`src/rtl/tctx_pkg.sv`:
```
`timescale 1ns/1ps
package tctx_pkg;
  typedef enum logic [1:0] {
    OP_NONE  = 2'b00,
    OP_FORK  = 2'b01,
    OP_YIELD = 2'b10
  } tctx_op_e;

  localparam logic [2:0] CAUSE_UNDERFLOW = 3'd0;
  localparam logic [2:0] CAUSE_OVERFLOW  = 3'd1;
  localparam logic [2:0] CAUSE_BADQUAL   = 3'd2;
  localparam logic [2:0] CAUSE_INTERCEPT = 3'd4;

  typedef struct packed {
    logic allocEn;
    logic releaseEn;
    logic blockEn;
  } tctx_strobe_t;
endpackage

```
`src/rtl/tctx_table.sv`:
```
`timescale 1ns/1ps
module tctx_table import tctx_pkg::*; #(
  parameter int NCTX  = 8,
  parameter int VPE_W = 2,
  parameter int DW    = 32,
  parameter int QW    = 31,
  parameter int RW    = 5,
  localparam int CW   = $clog2(NCTX)
) (
  input  logic             clk,
  input  logic             rstN,
  input  logic             cfgWe,
  input  logic [CW-1:0]    cfgCtx,
  input  logic [VPE_W-1:0] cfgVpe,
  input  logic             cfgDa,
  input  logic             cfgHalt,
  input  logic             cfgAct,
  input  logic             cfgDbg,
  input  logic [CW-1:0]    reqCtx,
  input  logic [DW-1:0]    reqRs,
  input  logic [DW-1:0]    reqRt,
  input  logic [RW-1:0]    reqRd,
  input  logic [QW-1:0]    waitMask,
  input  logic [QW-1:0]    qualIn,
  input  tctx_strobe_t     strobe,
  input  logic [CW-1:0]    peekCtx,
  output logic             freeFound,
  output logic [CW-1:0]    freeIdx,
  output logic             peerActive,
  output logic             callerDbg,
  output logic             peekAct,
  output logic             peekBlocked,
  output logic [DW-1:0]    peekRestart,
  output logic [RW-1:0]    peekDataReg,
  output logic [DW-1:0]    peekDataVal
);
  logic [VPE_W-1:0] vpeId    [NCTX];
  logic [QW-1:0]    waitCond [NCTX];
  logic [DW-1:0]    restart  [NCTX];
  logic [RW-1:0]    dataReg  [NCTX];
  logic [DW-1:0]    dataVal  [NCTX];
  logic [NCTX-1:0]  da, halt, act, dbg, blocked;
  logic [VPE_W-1:0] issuerVpe;
  logic [NCTX-1:0]  freeVec, peerVec;

  assign issuerVpe = vpeId[reqCtx];
  assign callerDbg = dbg[reqCtx];

  for (genvar g = 0; g < NCTX; g++) begin : g_qual
    assign freeVec[g] = (vpeId[g] == issuerVpe) && da[g] && !halt[g] && !act[g];
    assign peerVec[g] = (vpeId[g] == issuerVpe) && da[g] && !halt[g] && act[g]
                        && (CW'(g) != reqCtx);
  end

  assign peerActive = |peerVec;

  always_comb begin
    freeFound = 1'b0;
    freeIdx   = '0;
    for (int i = 0; i < NCTX; i++) begin
      if (!freeFound && freeVec[i]) begin
        freeFound = 1'b1;
        freeIdx   = CW'(i);
      end
    end
  end

  always_ff @(posedge clk or negedge rstN) begin
    if (!rstN) begin
      da <= '0; halt <= '0; act <= '0; dbg <= '0; blocked <= '0;
      for (int i = 0; i < NCTX; i++) begin
        vpeId[i] <= '0; waitCond[i] <= '0; restart[i] <= '0;
        dataReg[i] <= '0; dataVal[i] <= '0;
      end
    end else begin
      for (int i = 0; i < NCTX; i++) begin
        if (cfgWe && cfgCtx == CW'(i)) begin
          vpeId[i] <= cfgVpe;
          da[i]    <= cfgDa;
          halt[i]  <= cfgHalt;
          act[i]   <= cfgAct;
          dbg[i]   <= cfgDbg;
        end else begin
          if (strobe.allocEn && freeIdx == CW'(i)) begin
            act[i]     <= 1'b1;
            restart[i] <= reqRs;
            dataReg[i] <= reqRd;
            dataVal[i] <= reqRt;
          end
          if (strobe.releaseEn && reqCtx == CW'(i)) act[i] <= 1'b0;
        end
        if (strobe.blockEn && reqCtx == CW'(i)) begin
          blocked[i]  <= 1'b1;
          waitCond[i] <= waitMask;
        end else if (blocked[i] && |(qualIn & waitCond[i])) begin
          blocked[i] <= 1'b0;
        end
      end
    end
  end

  assign peekAct     = act[peekCtx];
  assign peekBlocked = blocked[peekCtx];
  assign peekRestart = restart[peekCtx];
  assign peekDataReg = dataReg[peekCtx];
  assign peekDataVal = dataVal[peekCtx];
endmodule

```
`src/rtl/tctx_ctrl.sv`:
```
`timescale 1ns/1ps
module tctx_ctrl import tctx_pkg::*; #(
  parameter int CW = 3,
  parameter int DW = 32,
  parameter int QW = 31,
  parameter int RW = 5
) (
  input  logic          clk,
  input  logic          rstN,
  input  logic          reqValid,
  input  logic [1:0]    reqOp,
  input  logic [DW-1:0] reqRs,
  input  logic [RW-1:0] reqRd,
  input  logic [QW-1:0] qualIn,
  input  logic [QW-1:0] qualMask,
  input  logic          yieldIntercept,
  input  logic          freeFound,
  input  logic [CW-1:0] freeIdx,
  input  logic          peerActive,
  input  logic          callerDbg,
  output tctx_strobe_t  strobe,
  output logic [QW-1:0] waitMask,
  output logic          respValid,
  output logic          forkOk,
  output logic [CW-1:0] forkCtx,
  output logic          excValid,
  output logic [2:0]    excCause,
  output logic          rsvdInstr,
  output logic          schedReq,
  output logic          wbValid,
  output logic [RW-1:0] wbReg,
  output logic [DW-1:0] wbData
);
  localparam logic [DW-1:0] MINUS_TWO = {{(DW-1){1'b1}}, 1'b0};

  logic [DW-1:0] maskExt;
  logic isFork, isYield, rsZero, rsM1, rsM2, rsPos, rsRsv, extraBits;
  logic underflow, badQual, overflow, resched, intercept, excAny;
  logic [2:0] causeN;

  assign maskExt   = DW'(qualMask);
  assign extraBits = |(reqRs & ~maskExt);
  assign waitMask  = reqRs[QW-1:0] & qualMask;

  assign isFork  = reqValid && (reqOp == OP_FORK);
  assign isYield = reqValid && (reqOp == OP_YIELD);
  assign rsZero  = (reqRs == '0);
  assign rsM1    = (reqRs == '1);
  assign rsM2    = (reqRs == MINUS_TWO);
  assign rsPos   = !reqRs[DW-1] && !rsZero;
  assign rsRsv   = reqRs[DW-1] && !rsM1 && !rsM2;

  assign overflow  = isFork && !freeFound;
  assign underflow = isYield && rsZero && !peerActive;
  assign badQual   = isYield && rsPos && extraBits;
  assign resched   = isYield && ((rsZero && peerActive) || (rsPos && !extraBits) || rsM1);
  assign intercept = resched && yieldIntercept && callerDbg;
  assign excAny    = overflow || underflow || badQual || intercept;

  always_comb begin
    causeN = CAUSE_UNDERFLOW;
    if (overflow)       causeN = CAUSE_OVERFLOW;
    else if (badQual)   causeN = CAUSE_BADQUAL;
    else if (intercept) causeN = CAUSE_INTERCEPT;
  end

  always_comb begin
    strobe.allocEn   = isFork && freeFound;
    strobe.releaseEn = isYield && rsZero && peerActive && !intercept;
    strobe.blockEn   = isYield && rsPos && !extraBits && !intercept;
  end

  always_ff @(posedge clk or negedge rstN) begin
    if (!rstN) begin
      respValid <= 1'b0; forkOk <= 1'b0; forkCtx <= '0;
      excValid <= 1'b0; excCause <= '0; rsvdInstr <= 1'b0;
      schedReq <= 1'b0; wbValid <= 1'b0; wbReg <= '0; wbData <= '0;
    end else begin
      respValid <= reqValid;
      forkOk    <= isFork && freeFound;
      forkCtx   <= isFork ? freeIdx : '0;
      excValid  <= excAny;
      excCause  <= excAny ? causeN : 3'd0;
      rsvdInstr <= isYield && rsRsv;
      schedReq  <= resched && !intercept;
      wbValid   <= isYield && !rsRsv && !excAny && (reqRd != '0);
      wbReg     <= reqRd;
      wbData    <= DW'(qualIn & qualMask);
    end
  end
endmodule

```
`src/rtl/tctx_alloc.sv`:
```
`timescale 1ns/1ps
module tctx_alloc import tctx_pkg::*; #(
  parameter int NCTX  = 8,
  parameter int VPE_W = 2,
  parameter int DW    = 32,
  parameter int QW    = 31,
  parameter int RW    = 5,
  localparam int CW   = $clog2(NCTX)
) (
  input  logic             clk,
  input  logic             rstN,
  input  logic             cfgWe,
  input  logic [CW-1:0]    cfgCtx,
  input  logic [VPE_W-1:0] cfgVpe,
  input  logic             cfgDa,
  input  logic             cfgHalt,
  input  logic             cfgAct,
  input  logic             cfgDbg,
  input  logic             yieldIntercept,
  input  logic             reqValid,
  input  logic [1:0]       reqOp,
  input  logic [CW-1:0]    reqCtx,
  input  logic [DW-1:0]    reqRs,
  input  logic [DW-1:0]    reqRt,
  input  logic [RW-1:0]    reqRd,
  input  logic [QW-1:0]    qualIn,
  input  logic [QW-1:0]    qualMask,
  input  logic [CW-1:0]    peekCtx,
  output logic             peekAct,
  output logic             peekBlocked,
  output logic [DW-1:0]    peekRestart,
  output logic [RW-1:0]    peekDataReg,
  output logic [DW-1:0]    peekDataVal,
  output logic             respValid,
  output logic             forkOk,
  output logic [CW-1:0]    forkCtx,
  output logic             excValid,
  output logic [2:0]       excCause,
  output logic             rsvdInstr,
  output logic             schedReq,
  output logic             wbValid,
  output logic [RW-1:0]    wbReg,
  output logic [DW-1:0]    wbData
);
  tctx_strobe_t  strobe;
  logic [QW-1:0] waitMask;
  logic          freeFound, peerActive, callerDbg;
  logic [CW-1:0] freeIdx;

  tctx_ctrl #(.CW(CW), .DW(DW), .QW(QW), .RW(RW)) u_ctrl (
    .clk, .rstN, .reqValid, .reqOp, .reqRs, .reqRd, .qualIn, .qualMask,
    .yieldIntercept, .freeFound, .freeIdx, .peerActive, .callerDbg,
    .strobe, .waitMask, .respValid, .forkOk, .forkCtx, .excValid,
    .excCause, .rsvdInstr, .schedReq, .wbValid, .wbReg, .wbData
  );

  tctx_table #(.NCTX(NCTX), .VPE_W(VPE_W), .DW(DW), .QW(QW), .RW(RW)) u_table (
    .clk, .rstN, .cfgWe, .cfgCtx, .cfgVpe, .cfgDa, .cfgHalt, .cfgAct, .cfgDbg,
    .reqCtx, .reqRs, .reqRt, .reqRd, .waitMask, .qualIn, .strobe, .peekCtx,
    .freeFound, .freeIdx, .peerActive, .callerDbg, .peekAct, .peekBlocked,
    .peekRestart, .peekDataReg, .peekDataVal
  );
endmodule

```
`config.mk`:
```
export PLATFORM = sky130hd
export DESIGN_NAME = tctx_alloc
export DESIGN_NICKNAME = d
export VERILOG_FILES = /design/src/rtl/tctx_pkg.sv /design/src/rtl/tctx_table.sv /design/src/rtl/tctx_ctrl.sv /design/src/rtl/tctx_alloc.sv
export SDC_FILE = /design/constraint.sdc
export NUM_CORES = 1
export LEC_CHECK = 0
export BUFFER_PORTS_ARGS = -buffer_cell sky130_fd_sc_hd__buf_2
export CAP_MARGIN = 15
export CORE_MARGIN = 2
export CORE_UTILIZATION = 61
export DETAILED_ROUTE_END_ITERATION = 8
export GPL_ROUTABILITY_DRIVEN = 1
export PLACE_DENSITY_LB_ADDON = 0.05
export SLEW_MARGIN = 30
export SYNTH_ARGS = -nofsm -noshare
export SYNTH_HDL_FRONTEND = slang
export SYNTH_SLANG_ARGS = --single-unit
```
`constraint.sdc`:
```
create_clock -name clk -period 4.4 [get_ports clk]
set_clock_uncertainty 0.15 [all_clocks]
set_input_delay 0.66 -clock clk [delete_from_list [all_inputs] [get_ports clk]]
set_output_delay 0.66 -clock clk [all_outputs]
set_load 0.02 [all_outputs]
```
* Word-level counts from Yosys, hierarchy flattened
Cells that the tools add are included.
** Operators by class
- Reductions and logical operators :: 190
- Mux-type cells :: 78
- Bitwise logic cells :: 22
- Equal/unequal tests :: 40
- Magnitude comparators :: 4
** Operator list (number)
- 31-bit AND :: 10
- 31-bit OR reduction :: 8
- 32-bit binary-select mux with 3-bit select :: 2
- 32-bit two-way mux :: 4
- 1-bit logical AND :: 112
- 32-bit == test, second input constant :: 2
- 1-bit two-way mux :: 52
- 3-bit == test, second input constant :: 12
- 1-bit logical NOT :: 33
- 32-bit AND :: 1
- 32-bit logical NOT :: 1
- 31-bit NOT with 32-bit output :: 1
- 32-bit OR reduction :: 1
- 3-bit two-way mux :: 9
- 3-bit nonzero test :: 9
- 3-bit by 2-bit == test with 1-bit output, second input constant :: 6
- 2-bit == test :: 8
- 2-bit AND reduction :: 8
- 2-bit nonzero test :: 8
- 5-bit binary-select mux with 3-bit select :: 1
- 3-bit inequality test, first input constant :: 4
- 5-bit two-way mux :: 2
- 1-bit binary-select mux with 3-bit select :: 3
- 3-bit by 1-bit == test with 1-bit output, second input constant :: 3
- 14 further kinds :: 34
** Word-level totals
- Word-level logic and storage cells :: 424
- Register bits :: 905

* Longest topological paths before layout
- Depth in word-level cells :: 38
- Depth in mapped cells :: 14

* Modules after synthesis
Synthesis repeated with hierarchy kept, for this count alone.
** Second synthesis, totals
- Cells, all modules :: 2616
- Area, all modules :: 40327.4 sq um
** Modules (own cells, without submodules)
- tctx_table :: times used 1, area an instance 38101.5 sq um, cells each 2406
- tctx_ctrl :: times used 1, area an instance 2225.9 sq um, cells each 210

* Worst setup path before layout
OpenSTA, ideal clock, no wires.
- Path type :: input-to-reg
- Start :: input reqCtx[1]
- End :: register u_table.restart[181] (netlist bit)
- Stages :: 12
- Path slack :: 775 ps
- Buffers on the path :: 4
- Arrival :: 3350 ps
- Data required time :: 4125 ps
- Cell sequence :: buf_4 buf_6 mux2i_1 a221oi_2 nand2_2 xor2_1 and3_1 or3_1 nor2_1 buf_2 buf_2 mux2_2
** On the way
- Cells in the longest elaborated chain, start to end :: 33
- Elaborated cells on any way between the ends :: 69
** Ends and longest elaborated chain
- start: declaration :: RTL line tctx_alloc.sv:22 : input logic [CW-1:0] reqCtx,
- 3-bit NOT with 4-bit output (implied by the code) * :: RTL line tctx_table.sv:46 : assign issuerVpe = vpeId[reqCtx];
- 2-bit binary-select mux with 3-bit select * :: RTL line tctx_table.sv:46
- 2-bit two-way mux (implied by the code) * (2 in a row) :: RTL line tctx_table.sv:46
- 2-bit == test :: RTL line tctx_table.sv:50 : assign freeVec[g] = (vpeId[g] == issuerVpe) && da[g] && !halt[g] && !act[g];
- 1-bit logical AND (3 in a row) :: RTL line tctx_table.sv:50
- 1-bit two-way mux :: RTL line tctx_table.sv:61 : if (!freeFound && freeVec[i]) begin
- 1-bit logical NOT :: RTL line tctx_table.sv:61
- 1-bit logical AND :: RTL line tctx_table.sv:61
- [14 not listed]
- 1-bit logical AND :: RTL line tctx_table.sv:61
- 1-bit two-way mux :: RTL line tctx_table.sv:61
- 1-bit logical NOT :: RTL line tctx_table.sv:61
- 1-bit logical AND :: RTL line tctx_table.sv:61
- 3-bit two-way mux / 1-bit two-way mux (equally long branches) :: RTL line tctx_table.sv:61
- 3-bit by 2-bit == test with 1-bit output / 1-bit logical AND (equally long branches) :: RTL line tctx_table.sv:84, tctx_ctrl.sv:68
- 1-bit logical AND * :: RTL line tctx_table.sv:84 : if (strobe.allocEn && freeIdx == CW'(i)) begin
- 2-bit AND reduction (no line) *
- end signal: indexed assignment :: RTL line tctx_table.sv:86 : restart[i] <= reqRs;
- end: declaration :: RTL line tctx_table.sv:39 : logic [DW-1:0] restart [NCTX];
Mark *: on every way between the ends. The rest lies on a longest branch, timed or not. The select of a mux whose other input is x is not followed.
A chain may end at the register's enable or synchronous reset.

* Worst setup path after layout
- Start :: input reqCtx[1]
- End :: register u_table.dataVal[100] (netlist bit)
** On the way
- Cells in the longest elaborated chain, start to end :: 33
- Elaborated cells on any way between the ends :: 69
** Ends and longest elaborated chain
- 3-bit NOT with 4-bit output (implied by the code) * :: RTL line tctx_table.sv:46
- 2-bit binary-select mux with 3-bit select * :: RTL line tctx_table.sv:46
- 2-bit two-way mux (implied by the code) * (2 in a row) :: RTL line tctx_table.sv:46
- 2-bit == test :: RTL line tctx_table.sv:50
- 1-bit logical AND (3 in a row) :: RTL line tctx_table.sv:50
- 1-bit two-way mux :: RTL line tctx_table.sv:61
- 1-bit logical NOT :: RTL line tctx_table.sv:61
- 1-bit logical AND :: RTL line tctx_table.sv:61
- [14 not listed]
- 1-bit logical AND :: RTL line tctx_table.sv:61
- 1-bit two-way mux :: RTL line tctx_table.sv:61
- 1-bit logical NOT :: RTL line tctx_table.sv:61
- 1-bit logical AND :: RTL line tctx_table.sv:61
- 3-bit two-way mux / 1-bit two-way mux (equally long branches) :: RTL line tctx_table.sv:61
- 3-bit == test / 1-bit logical AND (equally long branches) :: RTL line tctx_table.sv:84, tctx_ctrl.sv:68
- 1-bit logical AND * :: RTL line tctx_table.sv:84
- 2-bit AND reduction (no line) *
- end signal: indexed assignment :: RTL line tctx_table.sv:88 : dataVal[i] <= reqRt;
- end: declaration :: RTL line tctx_table.sv:41 : logic [DW-1:0] dataVal [NCTX];
Marked as above.

==> metrics.cfg <==
[drt]
met3_length_mm = 8.92
vias = 26300
drt_first_iter_violations = 2307
postRouteAntennaNets = 0
highest_layer = met5
met2_length_mm = 54.1
drt-total-wl_mm = 111
post_drt_via_cell_ratio = 6.41
post_drt_wl_per_cell_um = 27.1
m1WireLength_mm = 44.3
drc = 0
firstDrtPassIters = 6

[critical_path]
criticalPathCategory = in -> reg
critPathMaxStageDelay_ns = 0.40
crit_required_ns = 4.76
critPathTopFamily = multiplexers
cp-end-kind = register
crit_chain = buf_2 > buf_4 > mux2i_1 > a21o_1 > a221oi_1 > mux2i_1 > and4_1 > o21ai_1 > and3_1 > nand2b_4 > buf_12 > mux2_2
crit_buf_inv = 3
start_kind = input pin
crit_top_cell = mux2i_1
cp.arrival_ns = 3.81
slowest_stage = and4_1
worstPathMaxFanout = 26

[placed_design]
portBuffers = 271
gp_congestion = 0.923
postPlaceCellArea_um2 = 42400
hpwl_mm = 73.5
place_ws_ns = 0.314

[yosys]
synthAdderAreaFrac = 0
async_flop_share = 1.00
ys_types = 68
syn-num-nets = 3114
ys.flop_type = dfrtp_1
ys_ff_latch = 904
syn_inst = 2961
synth_xor_area_frac = 0.00176
synth_edf_count = 0
synth_compound_area_frac = 0.0726
syn_avg_cell_area_um2 = 13.4
seq_area_frac_synth = 0.569
synth_mux_area_frac = 0.267
synth_top_family_by_area = multiplexers
synth-simple-area-share = 0.0636
netlist_area_um2 = 39800
ys_warn_count = 0

[timing]
setup_tns_ns = 0
rsz0062_at_grt = false
maxSlewViolCount = 0
finalCritPeriodShare = 0.786
finalSetupViolations = 0
relSlewSlack = 0.333
tightest_slew_ns = 0.992
hold_viol_final = 0
worst_slack_ns = 0.943
period_needed_ns = 3.46
fmax_ghz = 0.289

[cells_and_area]
layout_common_cells = dfrtp_1 (904), mux2_2 (625), nand2_1 (341)
nets = 3338
drive_above_1_share = 0.399
area_growth_pct = 14.4
final_area_um2 = 45500
final_common_cell = dfrtp_1

[clock_tree]
htreeDepth = 3
cts_buffers = 93
cts_setup_buffers = 0
cts_buffer_depth = 3
tritoncts = yes
cts_resized = 0
clock_latency_ns = 0.65
cts_sinks = 904
path_clk_slew_ns = 0.06
cts_root_buffer = clkbuf_16

[floorplan]
core_area_um2 = 64500
rows = 93
die_w_um = 259
initial_core_util = 0.617
ios = 273
die_h_um = 259
fp.dieArea_um2 = 67300

[power_and_ir_drop]
p_leak_nw = 21.7
p_per_area_nw_per_um2 = 505
ir_worst_vdd_uv = 447
power_mw = 23.0

[flow_run]
drv_cap = 0

[grt]
grt_pass1_vias = 27300
grt_max_degree = 124
grt.total_usage = 0.338
grt_pass1_wl_mm = 170
antenna_found_initial = 4
grt_remaining_overflow = 0

[status]
status = finished clean

[hold_path]
min_path_type = in -> reg

==> path summary, 6_finish.rpt <==
path / start / endpoint / slack (ns) / cells after the start
setup / recovery: reqCtx[1] / u_table.dataVal[100] / 0.94 / 12
hold / removal: reqRd[2] / u_ctrl.wbReg[2] / 0.10 / 1
setup reg to reg: u_table.vpeId[5] / u_table.act[7] / 0.99 / 10
hold reg to reg: u_table.waitCond[232] / u_table.waitCond[232] / 0.33 / 2
max in group asynchronous: rstN / u_table.restart[60] / 2.38 / 3
min in group asynchronous: rstN / u_table.waitCond[238] / 0.50 / 2
==> cells by family after synthesis <==
logic type,count (synthesis)
DFF,904
muxes,798
and+or+nand+nor,547
AOI/OAI and AO/OA,455
buffers and inverters,248
xor gates and xnor gates,8
other,1
==> layout make-up <==
| type | instances | area [µm²] |
|---|---|---|
| clock inverter | 28 | 367 |
| fill | 4496 | 19000 |
| clock buffer | 135 | 2720 |
| multi-input combinational | 1809 | 16200 |
| inverter | 25 | 93.8 |
| sequential | 904 | 22600 |
| tap | 855 | 1070 |
| timing repair buffer | 352 | 2410 |
| antenna | 4 | 10.0 |
==> synthesized netlist by cell type (18+ instances only) <==
| master | n | area [µm²] |
|---|---|---|
| and2_1 | 34 | 213 |
| mux4_2 | 144 | 3240 |
| a221oi_1 | 65 | 569 |
| dfrtp_1 | 904 | 22600 |
| nor2_1 | 25 | 93.8 |
| nand4_1 | 28 | 175 |
| mux2_2 | 625 | 7040 |
| nand2_1 | 348 | 1310 |
| o21ai_0 | 276 | 1380 |
| clkbuf_1 | 146 | 548 |
| buf_2 | 53 | 265 |
| inv_1 | 25 | 93.8 |
| nand3_1 | 18 | 90.1 |
| nand2b_1 | 21 | 131 |
| a22o_1 | 56 | 490 |
==> power by group <==
part | switching, mW | internal, mW | leakage [nW]
logic | 1.90 | 2.33 | 7.92
registers | 0.858 | 9.95 | 12.3
clock network | 3.28 | 4.69 | 1.51
total | 6.03 | 17.0 | 21.7
==> per-stage QoR <==
stage / hold slack, ns / utilization / instances
floorplan: 0.214 / - / 2961
global placement: 0.308 / 0.658 / 3943
detailed placement: 0.320 / 0.658 / 3943
CTS: 0.0760 / 0.706 / 4108
global route: 0.0828 / 0.706 / 4110
finish: 0.105 / 0.706 / 4112
==> registers in the layout, indices dropped and copies added (netlist names), 3 cells and up <==
signal and flops:
u_table.dbg 8, u_table.dataReg 40, u_ctrl.wbReg 5, u_table.dataVal 256, u_table.da 8, u_table.vpeId 16
u_table.blocked 8, u_ctrl.excCause 3, u_table.halt 8, u_ctrl.wbData 31, u_table.restart 256, u_ctrl.forkCtx 3
u_table.act 8, u_table.waitCond 248
==> layer usage <==
layer | vias up | global-route usage
li1 | 11200 | -
met1 | 13800 | 0.457
met2 | 1104 | 0.550
met3 | 242 | 0.0654
met4 | 2 | 0.121
met5 | - | 0
==> repair_timing <==
item,4_1_cts,5_1_grt
hold endpoints to repair,78,0
hold buffers,2,0
endpoints found under the setup margin,0,0
(Power assumes the default switching activity.)
